[src/rtl/tmr_pkg.sv]
`timescale 1ns/1ps
package tmr_pkg;
  localparam int unsigned BIT_EN  = 30;
  localparam int unsigned BIT_IE  = 29;
  localparam int unsigned BIT_PER = 27;
  localparam int unsigned BIT_RST = 26;
  localparam int unsigned BIT_ACT = 25;

  typedef enum logic [1:0] {
    SEL_CTRL   = 2'd0,
    SEL_RELOAD = 2'd1,
    SEL_COUNT  = 2'd2,
    SEL_PEND   = 2'd3
  } tmr_sel_e;
endpackage

[src/rtl/tmr_ctrl.sv]
`timescale 1ns/1ps
module tmr_ctrl #(
  parameter int unsigned PSC_W   = 8,
  parameter int unsigned RST_PSC = 5
) (
  input  logic             clk,
  input  logic             rst_n,
  input  logic             wr_ctrl,
  input  logic             f_en,
  input  logic             f_ie,
  input  logic             f_per,
  input  logic             f_rst,
  input  logic [PSC_W-1:0] f_psc,
  input  logic             oneshot_done,
  output logic             en_q,
  output logic             ie_q,
  output logic             per_q,
  output logic             act_q,
  output logic [PSC_W-1:0] psc_q,
  output logic             per_eff,
  output logic             crst,
  output logic             en_fall
);
  logic             en_d, ie_d, per_d, act_d;
  logic [PSC_W-1:0] psc_d;
  logic             en_new;

  // restart and enable in one write: restart wins, enable dropped
  assign en_new  = f_en & ~f_rst;
  assign crst    = wr_ctrl & f_rst;
  assign en_fall = wr_ctrl & en_q & ~en_new;
  assign per_eff = wr_ctrl ? f_per : per_q;

  always_comb begin
    en_d  = en_q;
    ie_d  = ie_q;
    per_d = per_q;
    act_d = act_q;
    psc_d = psc_q;
    if (wr_ctrl) begin
      en_d  = en_new;
      ie_d  = f_ie;
      per_d = f_per;
      psc_d = f_psc;
      if (en_new && !en_q) begin
        act_d = 1'b1;
      end else if (!en_new && en_q) begin
        act_d = 1'b0;
      end
    end else if (oneshot_done) begin
      en_d  = 1'b0;
      act_d = 1'b0;
    end
  end

  always_ff @(posedge clk or negedge rst_n) begin
    if (!rst_n) begin
      en_q  <= 1'b0;
      ie_q  <= 1'b0;
      per_q <= 1'b0;
      act_q <= 1'b0;
      psc_q <= PSC_W'(RST_PSC);
    end else begin
      en_q  <= en_d;
      ie_q  <= ie_d;
      per_q <= per_d;
      act_q <= act_d;
      psc_q <= psc_d;
    end
  end
endmodule

[src/rtl/tmr_prescale.sv]
`timescale 1ns/1ps
module tmr_prescale #(
  parameter int unsigned PSC_W = 8
) (
  input  logic             clk,
  input  logic             rst_n,
  input  logic             run,
  input  logic             tick_en,
  input  logic             restart,
  input  logic [PSC_W-1:0] psc,
  output logic             step
);
  logic [PSC_W-1:0] ph_q, ph_d;
  logic             at_top, adv;

  assign at_top = (ph_q == psc);
  assign adv    = run & tick_en;
  assign step   = adv & at_top & ~restart;

  always_comb begin
    ph_d = ph_q;
    if (restart) begin
      ph_d = '0;
    end else if (adv) begin
      ph_d = at_top ? '0 : ph_q + 1'b1;
    end
  end

  always_ff @(posedge clk or negedge rst_n) begin
    if (!rst_n) begin
      ph_q <= '0;
    end else begin
      ph_q <= ph_d;
    end
  end
endmodule

[src/rtl/tmr_count.sv]
`timescale 1ns/1ps
module tmr_count #(
  parameter int unsigned DATA_W = 32
) (
  input  logic              clk,
  input  logic              rst_n,
  input  logic              step,
  input  logic              wr_reload,
  input  logic              crst,
  input  logic              en_fall,
  input  logic              per_eff,
  input  logic [DATA_W-1:0] wr_data,
  output logic [DATA_W-1:0] count_q,
  output logic [DATA_W-1:0] reload_q,
  output logic              zero_evt,
  output logic              step_zero
);
  logic [DATA_W-1:0] count_d, reload_d, left;
  logic              dis_zero;

  assign step_zero = step & (count_q <= DATA_W'(1));
  assign left      = crst ? reload_q : count_q;
  assign dis_zero  = en_fall & (left == '0);
  assign zero_evt  = step_zero | dis_zero;

  always_comb begin
    reload_d = wr_reload ? wr_data : reload_q;
    count_d  = count_q;
    if (crst) begin
      count_d = reload_q;
    end else if (wr_reload) begin
      count_d = wr_data;
    end else if (zero_evt) begin
      count_d = per_eff ? reload_q : '0;
    end else if (step) begin
      count_d = count_q - 1'b1;
    end
  end

  always_ff @(posedge clk or negedge rst_n) begin
    if (!rst_n) begin
      count_q  <= '0;
      reload_q <= '0;
    end else begin
      count_q  <= count_d;
      reload_q <= reload_d;
    end
  end
endmodule

[src/rtl/tmr_pend.sv]
`timescale 1ns/1ps
module tmr_pend (
  input  logic clk,
  input  logic rst_n,
  input  logic set_evt,
  input  logic clr_req,
  input  logic ie,
  output logic pend_q,
  output logic irq
);
  logic pend_d;

  always_comb begin
    pend_d = pend_q;
    if (set_evt) begin
      pend_d = 1'b1;
    end else if (clr_req) begin
      pend_d = 1'b0;
    end
  end

  always_ff @(posedge clk or negedge rst_n) begin
    if (!rst_n) begin
      pend_q <= 1'b0;
    end else begin
      pend_q <= pend_d;
    end
  end

  assign irq = ie & pend_q;
endmodule

[src/rtl/tmr_channel.sv]
`timescale 1ns/1ps
module tmr_channel #(
  parameter int unsigned DATA_W  = 32,
  parameter int unsigned PSC_W   = 8,
  parameter int unsigned RST_PSC = 5
) (
  input  logic              clk,
  input  logic              rst_n,
  input  logic              tick_en,
  input  logic              wr_en,
  input  logic [1:0]        wr_sel,
  input  logic [DATA_W-1:0] wr_data,
  input  logic [1:0]        rd_sel,
  output logic [DATA_W-1:0] rd_data,
  output logic              irq
);
  import tmr_pkg::*;

  logic              wr_ctrl, wr_reload, wr_pend;
  logic              en_q, ie_q, per_q, act_q, per_eff, crst, en_fall;
  logic [PSC_W-1:0]  psc_q;
  logic              step, zero_evt, step_zero;
  logic [DATA_W-1:0] count_q, reload_q, ctrl_word;
  logic              pend_q;

  assign wr_ctrl   = wr_en & (wr_sel == SEL_CTRL);
  assign wr_reload = wr_en & (wr_sel == SEL_RELOAD);
  assign wr_pend   = wr_en & (wr_sel == SEL_PEND);

  tmr_ctrl #(.PSC_W(PSC_W), .RST_PSC(RST_PSC)) u_ctrl (
    .clk          (clk),
    .rst_n        (rst_n),
    .wr_ctrl      (wr_ctrl),
    .f_en         (wr_data[BIT_EN]),
    .f_ie         (wr_data[BIT_IE]),
    .f_per        (wr_data[BIT_PER]),
    .f_rst        (wr_data[BIT_RST]),
    .f_psc        (wr_data[PSC_W-1:0]),
    .oneshot_done (step_zero & ~per_q),
    .en_q         (en_q),
    .ie_q         (ie_q),
    .per_q        (per_q),
    .act_q        (act_q),
    .psc_q        (psc_q),
    .per_eff      (per_eff),
    .crst         (crst),
    .en_fall      (en_fall)
  );

  tmr_prescale #(.PSC_W(PSC_W)) u_psc (
    .clk     (clk),
    .rst_n   (rst_n),
    .run     (en_q),
    .tick_en (tick_en),
    .restart (wr_ctrl | wr_reload),
    .psc     (psc_q),
    .step    (step)
  );

  tmr_count #(.DATA_W(DATA_W)) u_cnt (
    .clk       (clk),
    .rst_n     (rst_n),
    .step      (step),
    .wr_reload (wr_reload),
    .crst      (crst),
    .en_fall   (en_fall),
    .per_eff   (per_eff),
    .wr_data   (wr_data),
    .count_q   (count_q),
    .reload_q  (reload_q),
    .zero_evt  (zero_evt),
    .step_zero (step_zero)
  );

  tmr_pend u_pend (
    .clk     (clk),
    .rst_n   (rst_n),
    .set_evt (zero_evt),
    .clr_req (wr_pend & wr_data[0]),
    .ie      (ie_q),
    .pend_q  (pend_q),
    .irq     (irq)
  );

  always_comb begin
    ctrl_word              = '0;
    ctrl_word[PSC_W-1:0]   = psc_q;
    ctrl_word[BIT_ACT]     = act_q;
    ctrl_word[BIT_PER]     = per_q;
    ctrl_word[BIT_IE]      = ie_q;
    ctrl_word[BIT_EN]      = en_q;
  end

  always_comb begin
    case (rd_sel)
      SEL_CTRL:   rd_data = ctrl_word;
      SEL_RELOAD: rd_data = reload_q;
      SEL_COUNT:  rd_data = count_q;
      default:    rd_data = {{(DATA_W-1){1'b0}}, pend_q};
    endcase
  end
endmodule

[config.mk]
export PLATFORM = sky130hd
export DESIGN_NAME = tmr_channel
export DESIGN_NICKNAME = d
export VERILOG_FILES = /design/src/rtl/tmr_pkg.sv /design/src/rtl/tmr_ctrl.sv /design/src/rtl/tmr_prescale.sv /design/src/rtl/tmr_count.sv /design/src/rtl/tmr_pend.sv /design/src/rtl/tmr_channel.sv
export SDC_FILE = /design/constraint.sdc
export NUM_CORES = 1
export LEC_CHECK = 0
export ABC_AREA = 0
export CAP_MARGIN = 5
export CELL_PAD_IN_SITES_DETAIL_PLACEMENT = 0
export CELL_PAD_IN_SITES_GLOBAL_PLACEMENT = 1
export CORE_ASPECT_RATIO = 0.5
export CORE_MARGIN = 2
export CORE_UTILIZATION = 45
export CTS_BUF_LIST = sky130_fd_sc_hd__clkbuf_4
export DETAILED_ROUTE_END_ITERATION = 7
export DONT_BUFFER_PORTS = 1
export MAX_ROUTING_LAYER = met4
export PLACE_DENSITY = 0.84
export SYNTH_ARGS = -nofsm -noshare
export SYNTH_HDL_FRONTEND = slang
export SYNTH_SLANG_ARGS = --single-unit
export TNS_END_PERCENT = 1
[constraint.sdc]
create_clock -name clk -period 2.8 [get_ports clk]
set_input_delay 0.14 -clock clk [delete_from_list [all_inputs] [get_ports clk]]
set_output_delay 0.14 -clock clk [all_outputs]
set_load 0.01 [all_outputs]
After elaboration in Yosys (flattened, before gate mapping)
Index checks and enable logic that the tools add are counted.
{ "word_totals": {"reg_bits": 85, "latchBits": 0, "ramBits": 0, "rom_bits": 0, "in_bits": 40, "output_inout_bits": 33, "n_memories": 0} }
{ "op_classes": {"addsub": 2, "mul": 0, "div_mod_pow": 0, "order_cmp": 1, "n_eq_ne": 6, "shift": 0, "mux": 18, "bitwise_logic": 21, "reduce_logical": 12} }
{ "ops": {"columns": ["operator", "n"], "rows": [
  ["32-bit 2-to-1 mux", 6],
  ["32-bit case mux with 3 select lines", 1],
  ["32-bit by 1-bit <= comparator with 1-bit output (second input constant)", 1],
  ["32-bit logical NOT", 1],
  ["32-bit by 1-bit subtractor with 32-bit output (second input constant)", 1],
  ["8-bit 2-to-1 mux", 3],
  ["1-bit AND", 15],
  ["8-bit by 1-bit adder with 8-bit output (second input constant)", 1],
  ["8-bit equality test", 1],
  ["1-bit 2-to-1 mux", 8],
  ["2-bit nonzero test", 3],
  ["2-bit by 1-bit equality test with 1-bit output (second input constant)", 2],
  ["2-bit equality test (second input constant)", 2],
  ["2-bit logical NOT", 2],
  ["1-bit inverter", 4],
  ["4-bit nonzero test", 1],
  ["3-bit != test (second input constant)", 1],
  ["1-bit logical AND", 2],
  ["1-bit logical NOT", 2],
  ["1-bit bitwise OR", 2],
  ["2-bit AND reduction", 1]
]} }

Depth between registers and ports, before layout
Gate-level depths: netlist (run 1).
{ "logic_depth": {"ltp_word": 10, "depth_mapped": 12, "depth_no_buf": 9} }

Cells and area by module
From an unflattened synthesis (run 1), not the netlist that was laid out.
{ "unflattened": {"cells_unflattened": 630, "hier_area_um2": 5677.9} }
{ "by_module_without_submodules": {"columns": ["mod", "instances", "cells_per_inst", "area_each_um2", "seq_area_each_um2"], "rows": [
  ["tmr_count", 1, 481, 4070.2, 1601.5],
  ["tmr_channel", 1, 58, 540.5, 0.0],
  ["tmr_prescale", 1, 54, 520.5, 200.2],
  ["tmr_ctrl", 1, 33, 504.2, 302.8],
  ["tmr_pend", 1, 4, 42.5, 25.0]
]} }

Least setup slack after synthesis (run 1)
OpenSTA, ideal clock, no wires.
{ "synth_path": {"kind": "reg-to-reg", "from": "reg u_cnt.count_q[19]", "to": "reg u_cnt.count_q[1]", "t_arrival_ns": 2.819, "required_ns": 2.734, "slack_ns": -0.085, "path_stages_with_launch": 8, "period_less_slack_ns": 2.885, "path_cell_list": "dfrtp_1 -> or4_4 -> nor4_4 -> a31oi_1 -> o32ai_2 -> mux2_2 -> a2111oi_0 -> a221o_1"} }
{ "synth_between": {"elab_chain_len": 7, "elab_cells_between_ends": 10} }
{ "synth_rtl": {"columns": ["element", "line_no", "source"], "rows": [
  ["start, declared", "tmr_count.sv:13", "output logic [DATA_W-1:0] count_q,"],
  ["start signal, assigned", "tmr_count.sv:45", "count_q <= count_d;"],
  ["parallel branches: the longest is 3 deep, another holds 32-bit by 1-bit <= comparator with 1-bit output", null, null],
  ["1-bit bitwise OR *", "tmr_count.sv:24", "assign zero_evt = step_zero | dis_zero;"],
  ["32-bit 2-to-1 mux", "tmr_count.sv:33", "end else if (zero_evt) begin"],
  ["32-bit 2-to-1 mux", "tmr_count.sv:31", "end else if (wr_reload) begin"],
  ["32-bit 2-to-1 mux", "tmr_count.sv:29", "if (crst) begin"]
]} }
Mark *: on every way between the ends.
A chain may end at the register's enable or synchronous reset.

Final worst setup path (run 1)
{ "layout_path": {"from": "reg u_cnt.count_q[24]", "to": "reg u_cnt.count_q[0]"} }
Same word-level chain as after synthesis.

==> flow_metrics.env, run 1 <==
export IMPL_cellPowerDensity_nw_per_um2=728
export IMPL_synthTopCellsByArea="dfrtp_1 (38%), nand2_1 (12%), o31ai_1 (4.1%)"
export IMPL_placed_cell_area_um2=6010
export IMPL_synth_cell_types=58
export IMPL_synthFlopType="dfrtp_1"
export IMPL_startpoint_type="flip-flop"
export IMPL_area_growth_syn_to_layout_pct=21.2
export IMPL_ys_seq_area_frac=0.387
export IMPL_skew_ns=0.0207
export IMPL_cts_buffer_depth=2
export IMPL_grt_pass1_vias=5052
export IMPL_synth_edf_count=0
export IMPL_clock_sinks=85
export IMPL_path_cells="or4_4, nor4_4, a31oi_2, o32ai_2, buf_4, mux2_4, a2111oi_4, a221o_1"
export IMPL_nNetsFinal=755
export IMPL_slew_headroom=0.460
export IMPL_totalWireLength_um=18400
export IMPL_rows=28
export IMPL_syn_avg_cell_area_um2=8.44
export IMPL_violations="negative setup slack"
export IMPL_hold_viol_final=0
export IMPL_initial_core_util=0.463
export IMPL_ant_nets=0
export IMPL_ys_warnings_count=0
export IMPL_setup_viol=5
export IMPL_fin_util=0.561
export IMPL_async_flop_share=1.00
export IMPL_syn_nets=695
export IMPL_grt_pass1_wl_um=28800
export IMPL_grt_max_degree=86
export IMPL_cts_buffers=9
export IMPL_startpoint="u_cnt.count_q[24]"
export IMPL_cp_slowest_cell="or4_4"
export IMPL_fp_dieArea_um2=13200
export IMPL_hold_worst_slack_ns=0.0130
export IMPL_finalMaxSlewViolations=0
export IMPL_io_buffer_count=0
export IMPL_clkTransAtPathRegs_ns=0.14
export IMPL_min_from="wr_data[10]"
export IMPL_netlist_area_um2=5500
export IMPL_globalplace_congestion=0.912
export IMPL_drc=0
export IMPL_setup_slack_ns=-0.0161
export IMPL_synth_cells=651
export IMPL_critPathKind="reg -> reg"
export IMPL_wl_per_cell_um=20.9
export IMPL_pin_count=73
export IMPL_root_buffer="clkbuf_4"
export IMPL_min_period_ns=2.82
export IMPL_die_h_um=82.2
export IMPL_num_antenna_cells=0
export IMPL_place_hpwl_um=12600
export IMPL_vias=5415
export IMPL_drtIter0Drc=560
export IMPL_dieWidth_um=160
export IMPL_grt_remaining_overflow=0
export IMPL_stdcell_area_um2=6660
export IMPL_clkLatencyLatePin_ns=0.48
export IMPL_period_share=1.01
export IMPL_ys_seq_elements=85
export IMPL_worst_pin_slew_ns=0.806
export IMPL_worstPathRequired_ns=3.21
export IMPL_drv_cap=0
export IMPL_cts_tree="yes"
export IMPL_place_ws_ns=-0.0388
export IMPL_synth_top_area_share=0.378
export IMPL_power_mw=4.85
export IMPL_yosysTopAreaCell="dfrtp_1"
export IMPL_power_leakage_nw=2.96
export IMPL_gr_usage_all_layers=0.298
export IMPL_critPathMaxStageDelay_ns=0.56
export IMPL_max_clock_freq_mhz=355
export IMPL_critPathMaxFanout=6
export IMPL_htree_num_levels=3
export IMPL_drive_above_1_share=0.168
export IMPL_status="finished with violations"
export IMPL_core_area_um2=11900
export IMPL_grt_setup_unrepaired="yes"
export IMPL_via_per_inst=6.15
export IMPL_vdd_drop_max_v=0.000240
export IMPL_r2r_start="u_cnt.count_q[24]"
export IMPL_crit_arrival_ns=3.22
export IMPL_critPathCaptureType="flip-flop"
export IMPL_hp_class="in -> reg"
export IMPL_antenna_found_initial=0
export IMPL_drt_pass1_iter_count=5
==> final timing paths <==
kind                                endpoint  slack, ns  depth (start not counted)
setup / recovery            u_cnt.count_q[0]      -0.02                          8
hold / removal             u_cnt.count_q[10]       0.01                          3
setup reg to reg            u_cnt.count_q[0]      -0.02                          8
hold reg to reg                  u_ctrl.ie_q       0.55                          1
max in group asynchronous  u_cnt.count_q[23]       2.15                          2
min in group asynchronous  u_cnt.count_q[27]       0.31                          2
==> worst max-delay path, delay by kind of cell (launching register included) <==
| family | cells | cell delay (ns) |
|---|---|---|
| compound gates | 4 | 0.88 |
| buf+inv | 1 | 0.21 |
| mux | 1 | 0.32 |
| simple gates | 2 | 0.92 |
| flops | 1 | 0.42 |
==> per-layer routing <==
layer / track usage / share of wire
met4: 0.0847 / 0.020
met2: 0.441 / 0.43
met3: 0.0779 / 0.092
met1: 0.408 / 0.46
met5: - / 0
==> where the power goes <==
| group | internal [mW] | switching (mW) |
|---|---|---|
| clock network | 0.363 | 0.449 |
| registers | 1.52 | 0.341 |
| logic | 1.01 | 1.16 |
==> Yosys cell counts, types with 4 or more instances <==
cell type / count
nand2_1: 169
dfrtp_1: 83
clkbuf_1: 43
o31ai_1: 30
nor2_1: 26
o21ai_0: 24
xor2_1: 24
a221oi_1: 22
a22o_1: 22
o22ai_1: 19
nand3_1: 15
nor4_1: 14
mux2_2: 13
mux2i_1: 12
nor3_1: 12
xnor2_1: 11
a21oi_1: 9
nand4_1: 8
nand2b_1: 7
and3_1: 6
buf_2: 6
or4_1: 6
inv_1: 5
nor2b_1: 5
a21o_1: 4
and2_1: 4
ha_1: 4
==> kinds of logic after synthesis <==
| family | share of synthesized area |
|---|---|
| DFF | 0.387 |
| muxes | 0.0526 |
| AOI/OAI and AO/OA | 0.207 |
| and+or+nand+nor | 0.242 |
| xor gates and xnor gates | 0.0558 |
| adders and majority gates | 0.00911 |
| buffers and inverters | 0.0458 |
==> placed cells by master, fill, tap and decap left out, types with 3 or more instances in the layout <==
master and count:
nand4b_1 3, or4_1 5, clkbuf_4 10, nor2_1 25, ha_1 4, and2_1 3, dlygate4sd3_1 36, nand3_1 15
dfrtp_1 82, a221oi_1 21, a22o_1 22, o22ai_1 19, o21ai_0 24, nor4_2 3, nand3b_1 3, nand2b_1 7
inv_1 5, xnor2_1 11, mux2i_1 12, and3_1 6, buf_4 61, a21oi_1 9, mux2_2 11, a22oi_1 3
nor2b_1 4, nand4_1 8, o31ai_1 29, a21o_1 4, xor2_1 24, nor3_1 12, nor4_1 11, nand2_1 169
buf_6 3
==> final cells by class <==
type	instances	area, um2
Clock buffer	10	75.1
Clock inverter	5	76.3
Fill cell	1076	5220
Inverter	5	18.8
Multi-Input combinational cell	507	3230
Sequential cell	85	2130
Tap cell	165	206
Timing Repair Buffer	103	920
==> timing repair <==
action	CTS	global route
hold buffers	37	0
gates cloned	0	0
endpoints found under the hold margin	157	0
gates resized for setup	5	8
setup endpoints to repair	15	31
setup buffers	4	3
pin swaps	5	6
==> through the flow <==
step | cells | setup TNS (ns)
6_report | 880 | -0.0509
5_1_grt | 880 | -1.61
4_1_cts | 877 | -0.0108
3_5_place_dp | 821 | -0.120
3_3_place_gp | 821 | 0
2_1_floorplan | 651 | -0.0192
==> sequential cells by signal, summed over array words and instances (netlist names) <==
register and cells:
u_ctrl.act_q 1, u_ctrl.per_q 1, u_ctrl.en_q 1, u_ctrl.ie_q 1
u_cnt.reload_q 32, u_ctrl.psc_q 8, u_pend.pend_q 1, u_psc.ph_q 8
u_cnt.count_q 32
Note: power is estimated with default switching activity, not from simulation.
==> inputs of run 2 (changes only) <==
Settings changed: ABC_AREA 0 to 1, CORE_UTILIZATION 45 to 42, PLACE_DENSITY 0.84 to 0.8.
==> run 2 against run 1 <==
Against the previous run: the run now ends clean; clock skew up 0.0068 ns; register-to-register slack improved by 0.22 ns; global-route usage fell by 0.17 points; utilization down 7.0 points; non-clock buffer count decreased by 32; wire length is 21% higher; combinational power fell by 22%; flip-flop and latch count is the same; die area rose by 21%; worst hold slack better by 0.017 ns; largest power group is now registers.
==> flow_metrics.env, run 2 <==
export IMPL_hold_viol_final=0
export IMPL_crit_arrival_ns=3.01
export IMPL_antenna_found_initial=0
export IMPL_root_buffer="clkbuf_4"
export IMPL_core_area_um2=14500
export IMPL_vdd_drop_max_v=0.000302
export IMPL_power_mw=4.39
export IMPL_clkLatencyLatePin_ns=0.50
export IMPL_rows=31
export IMPL_syn_avg_cell_area_um2=6.33
export IMPL_drc=0
export IMPL_setup_slack_ns=0.200
export IMPL_cellPowerDensity_nw_per_um2=615
export IMPL_slew_headroom=0.270
export IMPL_place_ws_ns=0.308
export IMPL_worst_pin_slew_ns=1.09
export IMPL_synth_cells=991
export IMPL_hp_class="in -> reg"
export IMPL_dieWidth_um=177
export IMPL_ys_warnings_count=0
export IMPL_via_per_inst=5.49
export IMPL_rr_endpoint="u_cnt.count_q[22]"
export IMPL_io_buffer_count=0
export IMPL_cts_tree="yes"
export IMPL_clkTransAtPathRegs_ns=0.16
export IMPL_startpoint_type="flip-flop"
export IMPL_totalWireLength_um=22300
export IMPL_grt_remaining_overflow=0
export IMPL_path_cells="inv_1, ha_1, nand2_1, nor2_4, nand3_1, nor3_2, xor2_1, inv_1, nand3_1, nand2_1, nand2_1, nand2_1, a21oi_1"
export IMPL_cp_slowest_cell="dfrtp_1"
export IMPL_path_depth=13
export IMPL_setup_viol=0
export IMPL_critPathCaptureType="flip-flop"
export IMPL_synthFlopType="dfrtp_1"
export IMPL_grt_max_degree=86
export IMPL_yosysTopAreaCell="dfrtp_1"
export IMPL_path_buf_inv=2
export IMPL_min_period_ns=2.60
export IMPL_max_clock_freq_mhz=385
export IMPL_power_leakage_nw=3.59
export IMPL_async_flop_share=1.00
export IMPL_synth_edf_count=0
export IMPL_fp_dieArea_um2=16000
export IMPL_post_cts_buffers=0
export IMPL_nNetsFinal=1070
export IMPL_grt_pass1_vias=6298
export IMPL_netlist_area_um2=6280
export IMPL_endpoint="u_cnt.count_q[22]"
export IMPL_worstPathRequired_ns=3.21
export IMPL_path_delay_family="simple AND/OR/NAND/NOR gates"
export IMPL_skew_ns=0.0275
export IMPL_area_growth_syn_to_layout_pct=13.9
export IMPL_drt_pass1_iter_count=6
export IMPL_ff2ff_path_depth=13
export IMPL_ant_nets=0
export IMPL_critPathMaxFanout=7
export IMPL_yosysMostFrequentCell="nand2_1"
export IMPL_critPathKind="reg -> reg"
export IMPL_syn_nets=1035
export IMPL_ys_seq_elements=85
export IMPL_place_hpwl_um=15800
export IMPL_status="completed"
export IMPL_grt_pass1_wl_um=35600
export IMPL_final_common_cell="nand2_1"
export IMPL_drv_cap=0
export IMPL_stdcell_area_um2=7150
export IMPL_synth_top_area_share=0.331
export IMPL_finalMaxSlewViolations=0
export IMPL_yosys_top_cells_count="nand2_1 (314), inv_1 (118), nor2_1 (111), dfrtp_1 (83), nand3_1 (79)"
export IMPL_drtIter0Drc=863
export IMPL_num_antenna_cells=0
export IMPL_cpMostUsedCell="nand2_1"
export IMPL_wl_per_cell_um=18.1
export IMPL_period_share=0.929
export IMPL_placed_cell_area_um2=6490
export IMPL_synth_cell_types=36
export IMPL_cts_buffers=9
export IMPL_cts_buffer_depth=2
export IMPL_ys_seq_area_frac=0.339
export IMPL_gr_usage_all_layers=0.297
export IMPL_reg_top3="u_cnt.count_q: 32 flops, u_cnt.reload_q: 32 flops"
export IMPL_r2r_start="u_cnt.count_q[0]"
export IMPL_synthTopCellsByArea="dfrtp_1 (33%), nand2_1 (19%), inv_1 (7.1%)"
export IMPL_vias=6752
export IMPL_initial_core_util=0.431
export IMPL_clock_sinks=85
export IMPL_startpoint="u_cnt.count_q[0]"
export IMPL_pin_count=73
export IMPL_drive_above_1_share=0.0514
export IMPL_die_h_um=90.4
export IMPL_htree_num_levels=3
export IMPL_r2r_slack_ns=0.20
export IMPL_globalplace_congestion=0.945
export IMPL_critPathMaxStageDelay_ns=0.47
export IMPL_setup_tns_ns=0
export IMPL_final_cell_mix="nand2_1 (314), inv_1 (118), nor2_1 (109)"
## run 2: cell families (layout without fill, tap and decap cells)
| kind of cell | after synthesis | in the layout | synth area share |
|---|---|---|---|
| AND/OR/NAND/NOR | 551 | 551 | 0.368 |
| flip-flops | 85 | 85 | 0.339 |
| AO/OA/AOI/OAI | 156 | 156 | 0.140 |
| buffers and inverters | 168 | 208 | 0.106 |
| XOR/XNOR | 27 | 27 | 0.0377 |
| adder cells (fa/ha/maj) | 4 | 4 | 0.00797 |
## run 2: power breakdown
group	total (mW)	internal (mW)	switching [mW]
logic	1.70	0.637	1.06
clock network	0.775	0.275	0.500
registers	1.92	1.53	0.390
total	4.39	2.44	1.95
## run 2: layer usage
| layer | global-route usage | up-vias | routed length, um |
|---|---|---|---|
| met5 | - | - | 0 |
| met4 | 0.0579 | 0 | 244 |
| met3 | 0.0985 | 23 | 2340 |
| met2 | 0.401 | 282 | 8980 |
| met1 | 0.428 | 3178 | 10700 |
| li1 | - | 3269 | - |
## run 2: stage by stage
| stage | hold slack [ns] | instances | utilization |
|---|---|---|---|
| floorplan | -0.156 | 991 | - |
| global placement | -0.152 | 1164 | 0.447 |
| detailed placement | -0.153 | 1164 | 0.447 |
| CTS | 0.00181 | 1229 | 0.491 |
| global route | 0.000443 | 1229 | 0.491 |
| finish | 0.0296 | 1229 | 0.491 |
## run 2: cell type report
type	count	area, um2
Multi-Input combinational cell	738	3490
Clock buffer	9	67.6
Clock inverter	7	72.6
Tap cell	198	248
Inverter	121	454
Fill cell	1536	7400
Sequential cell	85	2130
Timing Repair Buffer	71	686
## run 2: worst min-delay path by stage
stage,start,end,slack [ns],depth (start not counted)
2_1_floorplan,rst_n,u_cnt.count_q[0],-0.16,0
3_3_place_gp,rst_n,u_psc.ph_q[7],-0.15,0
3_5_place_dp,rst_n,u_ctrl.psc_q[7],-0.15,0
4_1_cts,wr_data[26],u_cnt.count_q[3],0.002,4
5_1_grt,wr_data[26],u_cnt.count_q[3],0.0004,4
6_report,wr_data[26],u_cnt.count_q[3],0.03,4
## run 2: what timing repair did
item                                    in CTS  in global routing
endpoints found under the hold margin      161                  0
hold buffers                                49                  0
gates resized for setup                      0                  1
endpoints found under the setup margin       0                  1
## run 2: tightest hold or removal path, delay by kind of cell
| kind | cells | cell delay, ns |
|---|---|---|
| AO/OA/AOI/OAI | 1 | 0.05 |
| AND/OR/NAND/NOR | 2 | 0.14 |
| buffers and inverters | 1 | 0.18 |
==> inputs of run 3 (changes only) <==
Settings changed: CORE_UTILIZATION 42 to 44, PLACE_DENSITY 0.8 to 0.81, SKIP_CTS_REPAIR_TIMING set to 1.
Clock period 2.8 ns to 2.4 ns, I/O delays scaled along.
==> run 3 against run 2 <==
Against the previous run: critical path depth did not move; first-iteration DRC count increased by 4.6%; register-to-register slack got worse by 0.11 ns; flip-flop and latch count unchanged; count of clock-buffer cells in the layout unchanged; clock power up 7.5%; largest power group unchanged; combinational power rose by 28%; die area decreased by 4.4%; setup slack lost 0.11 ns.
==> flow_metrics.env, run 3 (synthesized netlist as in run 2, its figures left out) <==
export IMPL_status="completed"
export IMPL_grt_max_degree=86
export IMPL_io_buffer_count=0
export IMPL_vdd_drop_max_v=0.000391
export IMPL_initial_core_util=0.457
export IMPL_drt_pass1_iter_count=5
export IMPL_nNetsFinal=1082
export IMPL_via_per_inst=5.49
export IMPL_fp_dieArea_um2=15300
export IMPL_wl_per_cell_um=18.2
export IMPL_cts_buffers=9
export IMPL_final_common_cell="nand2_1"
export IMPL_vias=6775
export IMPL_drive_above_1_share=0.0805
export IMPL_crit_arrival_ns=2.68
export IMPL_setup_viol=0
export IMPL_min_from="wr_data[26]"
export IMPL_min_period_ns=2.31
export IMPL_grt_setup_unrepaired="yes"
export IMPL_critPathCaptureType="flip-flop"
export IMPL_ant_nets=0
export IMPL_grt_pass1_wl_um=34500
export IMPL_r2r_slack_ns=0.09
export IMPL_pin_count=73
export IMPL_cellPowerDensity_nw_per_um2=711
export IMPL_globalplace_congestion=0.921
export IMPL_drtIter0Drc=903
export IMPL_clock_sinks=85
export IMPL_final_cell_mix="nand2_1 (313), inv_1 (118), nor2_1 (106)"
export IMPL_drc=0
export IMPL_cts_buffer_depth=2
export IMPL_skew_ns=0.0237
export IMPL_cts_tree="yes"
export IMPL_worstPathRequired_ns=2.78
export IMPL_rows=30
export IMPL_slew_headroom=0.261
export IMPL_fin_util=0.530
export IMPL_htree_num_levels=3
export IMPL_min_delay_worst_endpoint="u_ctrl.en_q"
export IMPL_drv_cap=0
export IMPL_hold_depth=5
export IMPL_ff2ff_path_depth=13
export IMPL_rr_endpoint="u_cnt.count_q[23]"
export IMPL_dieWidth_um=173
export IMPL_r2r_start="u_cnt.count_q[12]"
export IMPL_nFillCells=1422
export IMPL_period_share=0.961
export IMPL_critPathMaxFanout=29
export IMPL_worst_pin_slew_ns=1.11
export IMPL_antenna_found_initial=0
export IMPL_startpoint_type="flip-flop"
export IMPL_hold_viol_final=0
export IMPL_finalMaxSlewViolations=0
export IMPL_critPathKind="reg -> reg"
export IMPL_hp_class="in -> reg"
export IMPL_core_area_um2=13700
export IMPL_totalWireLength_um=22500
export IMPL_grt_remaining_overflow=0
export IMPL_clkTransAtPathRegs_ns=0.15
export IMPL_place_hpwl_um=15700
export IMPL_die_h_um=88.5
export IMPL_max_clock_freq_mhz=434
export IMPL_hold_worst_slack_ns=0.00263
export IMPL_gr_usage_all_layers=0.305
export IMPL_num_antenna_cells=0
export IMPL_clkLatencyLatePin_ns=0.49
export IMPL_grt_pass1_vias=6032
export IMPL_power_leakage_nw=3.71
export IMPL_area_growth_syn_to_layout_pct=16.0
export IMPL_root_buffer="clkbuf_4"
export IMPL_reg_top3="u_cnt.count_q: 32 flops, u_cnt.reload_q: 32 flops"
==> run 3: cell types whose count changed in the layout (fill, tap and decap cells not counted), sizes merged <==
cell         before  now
clkinv            3    2
bufinv            1    0
dlygate4sd3      48   37
buf              23   46
inv             123  125
==> run 3: critical path, cell delays in order (launching register included) <==
cell and delay [ns]:
dfrtp_1 0.44, nor2_1 0.21, nand2_1 0.08, nor2_1 0.13, inv_1 0.11, a21oi_1 0.23
nand3_1 0.18, nor2_1 0.18, nand3_2 0.09, nand3_2 0.15, buf_12 0.21, nand2_1 0.07
inv_1 0.05, a21oi_1 0.07
==> run 3: area by class of cell <==
type | count | area, um2 | area share
Inverter | 121 | 454 | 0.0624
Sequential cell | 85 | 2130 | 0.293
Tap cell | 192 | 240 | 0.0330
Clock inverter | 7 | 55.1 | 0.00756
Multi-Input combinational cell | 738 | 3520 | 0.484
Timing Repair Buffer | 83 | 811 | 0.111
Clock buffer | 9 | 67.6 | 0.00928
==> run 3: layer usage <==
| metal | share of wire | vias up | wire length (um) | GRT usage |
|---|---|---|---|---|
| li1 | - | 3301 | - | - |
| met1 | 0.49 | 3128 | 11000 | 0.445 |
| met2 | 0.41 | 337 | 9120 | 0.429 |
| met3 | 0.098 | 9 | 2220 | 0.0747 |
| met4 | 0.0056 | 0 | 127 | 0.0493 |
| met5 | 0 | - | 0 | - |
==> run 3: per-stage QoR <==
| stage | worst slack (ns) | std cells | cell area, um2 | total power, mW | setup TNS [ns] |
|---|---|---|---|---|---|
| global route | -0.00775 | 1235 | 7280 | 5.57 | -0.0225 |
| finish | 0.0936 | 1235 | 7280 | 5.18 | 0 |
| floorplan | 0.424 | 991 | 6280 | 3.55 | 0 |
| CTS | 0.0707 | 1193 | 6820 | 5.05 | 0 |
| detailed placement | 0.0933 | 1177 | 6690 | 4.21 | 0 |
| global placement | 0.122 | 1177 | 6690 | 4.18 | 0 |
==> run 3: how the worst max path moves through the flow <==
stage / start / end / slack (ns) / cells past startpoint
finish: u_cnt.count_q[12] / u_cnt.count_q[23] / 0.09 / 13
global route: u_cnt.count_q[0] / u_cnt.count_q[23] / -0.008 / 12
CTS: u_cnt.count_q[30] / u_cnt.count_q[23] / 0.07 / 12
detailed placement: u_cnt.count_q[30] / u_cnt.count_q[23] / 0.09 / 12
global placement: u_cnt.count_q[30] / u_cnt.count_q[23] / 0.12 / 12
floorplan: u_cnt.count_q[0] / u_cnt.count_q[23] / 0.42 / 12
==> run 3: report_power, final <==
part,internal [mW],total [mW],switching (mW)
Combinational,0.841,2.17,1.33
Sequential,1.78,2.18,0.392
Clock,0.226,0.833,0.606
